File: config.mk
export PLATFORM = sky130hd
export DESIGN_NAME = fault_input_filter
export DESIGN_NICKNAME = d
export VERILOG_FILES = /design/src/rtl/fif_pkg.sv /design/src/rtl/fif_prescaler.sv /design/src/rtl/fif_channel.sv /design/src/rtl/fault_input_filter.sv
export SDC_FILE = /design/constraint.sdc
export NUM_CORES = 1
export LEC_CHECK = 0
export ABC_AREA = 1
export BUFFER_PORTS_ARGS = -buffer_cell sky130_fd_sc_hd__buf_2
export CORE_UTILIZATION = 52
export CTS_CLUSTER_SIZE = 24
export DETAILED_ROUTE_END_ITERATION = 8
export PLACE_DENSITY = 0.87
export REMOVE_ABC_BUFFERS = 1
export SYNTH_ARGS = -nofsm -noshare
export SYNTH_HDL_FRONTEND = slang
export SYNTH_SLANG_ARGS = --single-unit
File: constraint.sdc
create_clock -name clk -period 2 [get_ports clk]
set_input_delay 0 -clock clk [delete_from_list [all_inputs] [get_ports clk]]
set_output_delay 0 -clock clk [all_outputs]
set_load 0.02 [all_outputs]
File: src/rtl/fif_pkg.sv
// Package: shared constants for the fault input filter.
// Assumes: register addresses are decoded on a 2-bit bus address.
package fif_pkg;
    localparam int NUM_CH      = 4;
    localparam int PERIOD_W    = 8;
    localparam int CODE_W      = 3;
    localparam int BUS_W       = 16;
    localparam int BUS_AW      = 2;
    localparam int MIN_SAMPLES = 3;

    typedef enum logic [BUS_AW-1:0] {
        REG_CTRL = 2'd0,
        REG_FILT = 2'd1,
        REG_STAT = 2'd2,
        REG_NONE = 2'd3
    } fif_reg_e;
endpackage

File: src/rtl/fif_prescaler.sv
// Module: fif_prescaler
// Produces a one-cycle sample strobe every PERIOD_W-bit 'period' cycles.
// Assumes: period == 0 means bypass (no strobe); 'restart' clears the
// count on the same edge that loads a new period.
module fif_prescaler #(
    parameter int PERIOD_W = 8
) (
    input  logic                clk,
    input  logic                rst_n,
    input  logic [PERIOD_W-1:0] period,
    input  logic                restart,
    output logic                sample_stb
);
    logic [PERIOD_W-1:0] cnt_q;
    logic                last_tick;

    // Last cycle of a period, suppressed while restarting or bypassed.
    always_comb begin
        last_tick  = (period != '0) && (cnt_q == period - 1'b1);
        sample_stb = last_tick && !restart;
    end

    // Free-running period counter with restart on period write.
    always_ff @(posedge clk) begin
        if (!rst_n || restart || period == '0 || last_tick) begin
            cnt_q <= '0;
        end else begin
            cnt_q <= cnt_q + 1'b1;
        end
    end


    cnt_in_range_chk: assert property (@(posedge clk) disable iff (!rst_n)
        (period != '0) |-> (cnt_q < period));
endmodule

File: src/rtl/fif_channel.sv
// Module: fif_channel
// One fault channel: two-flop synchronizer, polarity conversion, test
// injection, and a consecutive-sample filter driven by a shared strobe.
// Assumes: pin_raw is asynchronous; the synchronizer flops carry no reset,
// and the accepted level tracks the live input during reset, so reset
// never forces the filtered level.
module fif_channel #(
    parameter int CODE_W = 3,
    parameter int OFFSET = 3
) (
    input  logic              clk,
    input  logic              rst_n,
    input  logic              pin_raw,
    input  logic              active_high,
    input  logic              force_fault,
    input  logic              bypass,
    input  logic              sample_stb,
    input  logic [CODE_W-1:0] cnt_code,
    output logic              level
);
    localparam int NEED_MAX = (1 << CODE_W) - 1 + OFFSET;
    localparam int NEED_W   = $clog2(NEED_MAX + 1);

    logic              sync1_q, sync2_q;
    logic              cond;
    logic              accepted_q;
    logic [NEED_W-1:0] run_q;
    logic [NEED_W-1:0] need;
    logic [NEED_W-1:0] run_next;

    // Two-flop synchronizer for the raw pin.
    always_ff @(posedge clk) begin
        sync1_q <= pin_raw;
        sync2_q <= sync1_q;
    end

    // Polarity conversion to active-high, plus injected test fault.
    always_comb begin
        cond     = (active_high ? sync2_q : !sync2_q) || force_fault;
        need     = NEED_W'(cnt_code) + NEED_W'(OFFSET);
        run_next = run_q + 1'b1;
    end

    // Consecutive-sample filter; any agreeing sample restarts the run.
    always_ff @(posedge clk) begin
        if (!rst_n || bypass) begin
            accepted_q <= cond;
            run_q      <= '0;
        end else if (sample_stb) begin
            if (cond == accepted_q) begin
                run_q <= '0;
            end else if (run_next >= need) begin
                accepted_q <= cond;
                run_q      <= '0;
            end else begin
                run_q <= run_next;
            end
        end
    end

    // Bypass passes the conditioned input; otherwise the accepted level.
    assign level = bypass ? cond : accepted_q;


    acc_hold_chk: assert property (@(posedge clk) disable iff (!rst_n)
        (!bypass && !sample_stb) |=> $stable(accepted_q));


    run_bound_chk: assert property (@(posedge clk) disable iff (!rst_n)
        run_q < need);
endmodule

File: src/rtl/fault_input_filter.sv
// Module: fault_input_filter (top)
// Four-channel fault input conditioner with shared filter settings,
// sticky write-1-to-clear flags and a simple strobe register port.
// Register map: 0 control {test[4], polarity[3:0]}, 1 filter
// {code[10:8], period[7:0]}, 2 status {level[7:4], flags[3:0]}.
// Assumes: reads are combinational and happen while bus_rd is high.
module fault_input_filter
    import fif_pkg::*;
#(
    parameter int NCH    = NUM_CH,
    parameter int PER_W  = PERIOD_W,
    parameter int CNT_W  = CODE_W,
    parameter int DATA_W = BUS_W,
    parameter int ADDR_W = BUS_AW
) (
    input  logic              clk,
    input  logic              rst_n,
    input  logic [NCH-1:0]    fault_pin,
    input  logic              bus_wr,
    input  logic              bus_rd,
    input  logic [ADDR_W-1:0] bus_addr,
    input  logic [DATA_W-1:0] bus_wdata,
    output logic [DATA_W-1:0] bus_rdata,
    output logic [NCH-1:0]    fault_flag,
    output logic [NCH-1:0]    fault_level
);
    localparam int CODE_LSB = PER_W;
    localparam int USED_W   = PER_W + CNT_W;

    logic [NCH-1:0]   pol_q;
    logic             test_q;
    logic [PER_W-1:0] period_q;
    logic [CNT_W-1:0] code_q;
    logic [NCH-1:0]   flag_q;
    logic [NCH-1:0]   level_prev_q;
    logic [NCH-1:0]   set_evt;
    logic [NCH-1:0]   clr_req;
    logic             wr_ctrl, wr_filt, wr_stat;
    logic             sample_stb;
    logic             bypass;
    logic             wdata_unused;

    // Write decode and shared filter mode.
    always_comb begin
        wr_ctrl = bus_wr && (bus_addr == ADDR_W'(REG_CTRL));
        wr_filt = bus_wr && (bus_addr == ADDR_W'(REG_FILT));
        wr_stat = bus_wr && (bus_addr == ADDR_W'(REG_STAT));
        bypass  = (period_q == '0);
        clr_req = wr_stat ? bus_wdata[NCH-1:0] : '0;
    end

    assign wdata_unused = ^bus_wdata[DATA_W-1:USED_W];

    // Control and filter configuration registers.
    always_ff @(posedge clk) begin
        if (!rst_n) begin
            pol_q    <= '0;
            test_q   <= 1'b0;
            period_q <= '0;
            code_q   <= '0;
        end else begin
            if (wr_ctrl) begin
                pol_q  <= bus_wdata[NCH-1:0];
                test_q <= bus_wdata[NCH];
            end
            if (wr_filt) begin
                period_q <= bus_wdata[PER_W-1:0];
                code_q   <= bus_wdata[CODE_LSB +: CNT_W];
            end
        end
    end

    fif_prescaler #(.PERIOD_W(PER_W)) u_presc (
        .clk        (clk),
        .rst_n      (rst_n),
        .period     (period_q),
        .restart    (wr_filt),
        .sample_stb (sample_stb)
    );

    for (genvar ch = 0; ch < NCH; ch++) begin : g_ch
        fif_channel #(.CODE_W(CNT_W), .OFFSET(MIN_SAMPLES)) u_chan (
            .clk         (clk),
            .rst_n       (rst_n),
            .pin_raw     (fault_pin[ch]),
            .active_high (pol_q[ch]),
            .force_fault (test_q),
            .bypass      (bypass),
            .sample_stb  (sample_stb),
            .cnt_code    (code_q),
            .level       (fault_level[ch])
        );
    end

    // Rising edge of each filtered level raises a set event.
    always_ff @(posedge clk) begin
        level_prev_q <= fault_level;
    end
    assign set_evt = fault_level & ~level_prev_q;

    // Sticky flags: reset to all ones, write-1-to-clear, set wins.
    always_ff @(posedge clk) begin
        if (!rst_n) begin
            flag_q <= '1;
        end else begin
            flag_q <= (flag_q & ~clr_req) | set_evt;
        end
    end
    assign fault_flag = flag_q;

    // Combinational register read-back.
    always_comb begin
        bus_rdata = '0;
        if (bus_rd) begin
            case (bus_addr)
                ADDR_W'(REG_CTRL): begin
                    bus_rdata[NCH-1:0] = pol_q;
                    bus_rdata[NCH]     = test_q;
                end
                ADDR_W'(REG_FILT): begin
                    bus_rdata[PER_W-1:0]        = period_q;
                    bus_rdata[CODE_LSB +: CNT_W] = code_q;
                end
                ADDR_W'(REG_STAT): begin
                    bus_rdata[NCH-1:0]   = flag_q;
                    bus_rdata[NCH +: NCH] = fault_level;
                end
                default: bus_rdata = '0;
            endcase
        end
    end


    set_wins_chk: assert property (@(posedge clk) disable iff (!rst_n)
        (set_evt != '0) |=> ((fault_flag & $past(set_evt)) == $past(set_evt)));


    w1c_clears_chk: assert property (@(posedge clk) disable iff (!rst_n)
        (wr_stat && ((clr_req & ~set_evt) != '0))
            |=> ((fault_flag & $past(clr_req & ~set_evt)) == '0));


    flag_rise_cause_chk: assert property (@(posedge clk) disable iff (!rst_n)
        $past(rst_n) |-> ((fault_flag & ~$past(fault_flag) & ~$past(set_evt)) == '0));
endmodule

After elaboration in Yosys (flattened, before gate mapping)
Cells that the tools add are included.
Storage, ports and cells
  output and inout port bits: 24
  input port bits: 26
  register bits: 60
  word-level logic and storage cells: 118
Cells by class
  reduce and logical (&&, ||, !) cells: 31
  eq/ne operators: 11
  add/sub/neg operators: 7
  multiplexer cells: 37
  order comparisons: 4
  bitwise logic cells: 5
Operator list (count)
  4-bit two-way mux: 9
  1-bit two-way mux: 24
  4-bit by 1-bit adder with 4-bit output, second input constant: 4
  4-bit greater-or-equal comparator: 4
  5-bit one-hot mux with 3 select lines: 1
  3-bit AND reduction: 4
  11-bit two-way mux: 1
  2-bit nonzero test: 5
  8-bit by 1-bit adder with 8-bit output, second input constant: 1
  4-bit AND: 2
  8-bit == test: 1
  8-bit zero test: 1
  1-bit logical OR: 8
  4-bit NOT: 2
  8-bit nonzero test: 1
  8-bit by 1-bit subtractor with 8-bit output, second input constant: 1
  1-bit zero test: 6
  2-bit != test, second input constant: 3
  3-bit one-hot mux with 2 select lines: 1
  1-bit logical AND: 5
  3-bit by 2-bit adder with 4-bit output, second input constant: 1
  1-bit == test: 4
  4-bit bitwise OR: 1
  3-bit two-way mux: 1
  4 further kinds: 4

Longest topological paths before layout
  depth in word-level cells: 7
  gate-level depth with buffers: 14

By module
A second synthesis with hierarchy kept.
Second synthesis, totals
  cells, all modules: 598
  area, all modules: 4052.6 sq um
Modules (own cells, without submodules)
  fif_channel: area each 548.0 sq um, sequential area each 150.1 sq um, instances 4, cells each 78
  fault_input_filter: area each 1231.2 sq um, sequential area each 480.5 sq um, instances 1, cells each 188
  fif_prescaler: area each 629.4 sq um, sequential area each 160.2 sq um, instances 1, cells each 98

Worst setup path before layout
No wires, ideal clock.
  path type: reg2reg
  start: register period_q[0]
  end: register g_ch[1].u_chan.accepted_q, enable pin
  period minus slack after synthesis: 1955 ps
  path buffers: 1
  slack: 45 ps
  data arrival time: 1656 ps
  stages on the path, launching flop included: 13
  setup time: 299 ps
  path through: dfxtp_1 > inv_2 > ha_1 > nand2_1 > inv_1 > nor2_1 > nand2_1 > nor2_4 > nand2_2 > nor2_4 > nand4_4 > buf_6 > o21ai_2
On the way
  word-level cells in the longest chain between the ends: 6
  elaborated cells between the ends (all ways): 11
  classes of those cells: add/sub: 1; eq/ne: 2; reduce/logical: 8
RTL lines
  start: declaration: line fault_input_filter.sv:32  | logic [PER_W-1:0] period_q;
  start signal: assignment: line fault_input_filter.sv:67  | period_q <= bus_wdata[PER_W-1:0];
  8-bit by 1-bit subtractor with 8-bit output: line fif_prescaler.sv:19  | last_tick = (period != '0) && (cnt_q == period - 1'b1);
  8-bit == test: line fif_prescaler.sv:19
  1-bit logical AND: line fif_prescaler.sv:19
  1-bit logical AND: line fif_prescaler.sv:20  | sample_stb = last_tick && !restart;
  2-bit nonzero test (no line)
  3-bit AND reduction (no line) (*)
  end signal: assignment: line fif_channel.sv:47  | accepted_q <= cond;
  end signal: assignment: line fif_channel.sv:53  | accepted_q <= cond;
  end: declaration: line fif_channel.sv:26  | logic accepted_q;
Every way passes the cells marked *; elsewhere a longest branch is shown, timed or not.
A chain may end at the register's enable or synchronous reset.

Worst setup path after layout
  start: register period_q[0]
  end: register g_ch[1].u_chan.run_q[0]
On the way
  word-level cells in the longest chain between the ends: 4
  elaborated cells between the ends (all ways): 7
  classes of those cells: add/sub: 1; eq/ne: 1; reduce/logical: 5
RTL lines
  8-bit by 1-bit subtractor with 8-bit output: line fif_prescaler.sv:19
  8-bit == test: line fif_prescaler.sv:19
  1-bit logical AND: line fif_prescaler.sv:19
  1-bit logical AND: line fif_prescaler.sv:20
  end signal: assignment: line fif_channel.sv:56  | run_q <= run_next;
  end: declaration: line fif_channel.sv:27  | logic [NEED_W-1:0] run_q;
Several ways; a longest one is shown, not always the timed one.

==> out/qor.yml <==
global_routing:
  antenna_found_initial: 0
  grt_pass1_wl_um: 15700
  track_usage_pct: 26.9
  overflow: 0
  globalRouteMet2Util_pct: 48.8
  grtUsageMet1_pct: 30.4
  first_global_vias: 3532
  busiest_layer: "met2"
  grt_max_degree: 22
  use_met3_pct: 7.14
logic_synthesis:
  synth_warnings: 0
  yosysTopAreaCellShare_pct: 30.1
  yosys.cell_types.count: 36
  synth_top_family_by_area: "simple AND/OR/NAND/NOR gates"
  async_flop_share_pct: 0
  yosysSeqAreaShare_pct: 33.3
  yosys_register_bits: 60
  synth_compound_area_share_pct: 11.7
  synthAdderAreaFrac_pct: 9.41
  synth-xor-area-share_pct: 5.17
  syn_area_um2: 3720
  synth_edf_count: 4
  syn_avg_cell_area_um2: 7.14
  yosys.area_share.simple_pct: 30.3
  syn-instance-count: 522
  synth_area_leaders: "dfxtp_1, nand2_1, ha_1"
  synth_ff_type: "dfxtp_1"
  yosysTopAreaCell: "dfxtp_1"
  muxShareOfSynthArea_pct: 0
power_and_ir_drop:
  total_power_mw: 3.08
  power.density_nw_per_um2: 668
  ir_worst_vdd_v: 0.000397
  p_leak_nw: 2.20
die:
  row_count: 30
  coreArea_um2: 6870
  die_w_um: 86.6
  ios: 50
  initial_core_util_pct: 54.2
  die-area_um2: 7510
  die_y_um: 86.6
detailed_routing:
  drtIter0Drc: 238
  dr_total_vias: 3674
  ant_nets: 0
  routed_wirelength_um: 10000
  via_per_inst: 5.31
  drc: 0
  drtPass1Iterations: 5
  wl_per_cell_um: 14.5
setup_path:
  critPathKind: "flop to flop"
  crit_required_ns: 2.26
  crit_path_end_kind: "flop"
  r2r_cells: 13
  startpoint_type: "flop"
  critPathMaxFanout: 7
  crit_arrival_ns: 2.25
job:
  max_cap_violations: 0
clocking:
  path_clk_slew_ns: 0.08
  clock-sinks: 60
  htreeDepth: 3
  cts_root_buffer: "clkbuf_8"
  clk_latency_ns: 0.35
  cts_buffers: 9
  cts_tree: "done"
  clk_path_buf_depth: 2
place:
  port_buffers: 39
  dpl.hpwl_um: 6700
  place_inst: 653
  place_congestion: 0.860
  pre_cts_ws_ns: -0.00896
  dpl-instance-area_um2: 4000
min_path:
  hold_class: "input pin to flop"
  hold_path_depth: 4
sta:
  rsz0062_at_grt: "yes"
  final_max_slew_viol_count: 0
  fmax_ghz: 0.502
  fin_ws_ns: 0.00790
  period_minus_slack_ns: 1.99
  finClkSkew_ns: 0.0134
  hold_violations: 0
  finalCritPeriodShare_pct: 99.6
  setup_viol: 0
finish:
  fillCellCount: 521
  layout-drive-gt1-share_pct: 25.2
  area_growth_pct: 23.8
  fin_util_pct: 67.1
  nets: 645
  multiInputGateArea_um2: 2320
  final-seq-area_um2: 1250
  diodes: 0
  design_area_um2: 4610
  fin_cells: 692
status:
  status: "finished, final reports clean"
routing by layer:
layer  vias up  wire length (µm)
li1       1793                 -
met1      1679              3980
met2       166              5020
met3        36               744
met4         0               277
met5         -                 0
timing repair:
action                     4_1_cts  5_1_grt
gates cloned                     0        1
hold buffers                    15        0
gates resized for setup          7       44
setup endpoints to repair       12       24
hold endpoints to repair        22        0
pin swaps                        2       15
setup buffers                    1        6
power breakdown:
part           internal (mW)  switching (mW)  total [mW]
registers               1.27          0.0442        1.32
clock network          0.452           0.539       0.991
logic                  0.271           0.500       0.771
critical path, cell delays in order (launching register included):
cell	delay (ns)
dfxtp_2	0.37
inv_4	0.07
ha_4	0.28
nor2_1	0.05
nor2_1	0.10
nand2_1	0.09
nor2_4	0.09
nand2_2	0.07
nor2_4	0.10
nand4_4	0.21
buf_6	0.21
nand2_1	0.05
nand2_1	0.07
nor2_1	0.16
synth_stat cells (all sizes together) (6+ instances only):
| library cell | count |
|---|---|
| nand2 | 121 |
| nor2 | 98 |
| inv | 61 |
| dfxtp | 56 |
| nand3 | 31 |
| a21oi | 29 |
| ha | 28 |
| o21ai | 28 |
| buf | 14 |
| xor2 | 13 |
| xnor2 | 9 |
| clkbuf | 6 |
| nand4 | 6 |
kinds of logic after synthesis:
group | after synthesis
buffers and inverters | 81
adders and majority gates | 28
other | 1
and+or+nand+nor | 260
AOI/OAI and AO/OA | 70
DFF | 60
xor gates and xnor gates | 22
final cells by class:
class                      instances  area share [%]
timing repair buffer              73            11.1
inverter                          61            5.02
multi-input combinational        386            50.3
sequential                        60            27.1
tap                               96            2.61
clock inverter                     7            1.11
clock buffer                       9            2.69
registers in the layout, indices dropped and copies added (netlist names):
name / flops
code_q: 3
fault_flag: 4
g_ch.u_chan.accepted_q: 4
g_ch.u_chan.run_q: 16
g_ch.u_chan.sync1_q: 4
g_ch.u_chan.sync2_q: 4
level_prev_q: 4
period_q: 8
pol_q: 4
test_q: 1
u_presc.cnt_q: 8
layout by cell type (no fill, tap or decap), types with 5 or more instances in the layout:
cell type	synthesis	final
nand2_1	119	117
nor2_1	86	76
inv_1	56	52
dfxtp_1	56	48
buf_2	2	37
nand3_1	30	27
ha_1	28	21
o21ai_0	22	20
a21oi_1	20	19
buf_4	9	18
nor2_2	9	16
dlygate4sd3_1	0	15
xor2_1	13	12
a21oi_2	9	10
clkbuf_8	0	9
inv_2	5	8
dfxtp_2	0	8
ha_4	0	7
nor2_4	2	6
xnor2_1	9	6
conb_1	1	5
metrics by stage:
stage / TNS, ns / hold slack [ns]
4_1_cts: 0 / 0.0118
6_report: 0 / 0.0156
5_1_grt: -0.358 / 0.0287
2_1_floorplan: -0.883 / 0.0277
3_3_place_gp: 0 / 0.103
3_5_place_dp: -0.0208 / 0.104
path summary, 6_finish.rpt:
| kind | slack (ns) | end | startpoint |
|---|---|---|---|
| hold reg to reg | 0.32 | g_ch[3].u_chan.sync2_q | g_ch[3].u_chan.sync1_q |
| hold / removal | 0.02 | fault_flag[0] | bus_wr |
| setup reg to reg | 0.008 | g_ch[1].u_chan.run_q[0] | period_q[0] |
| setup / recovery | 0.008 | g_ch[1].u_chan.run_q[0] | period_q[0] |
Note: power is estimated with default switching activity, not from simulation.
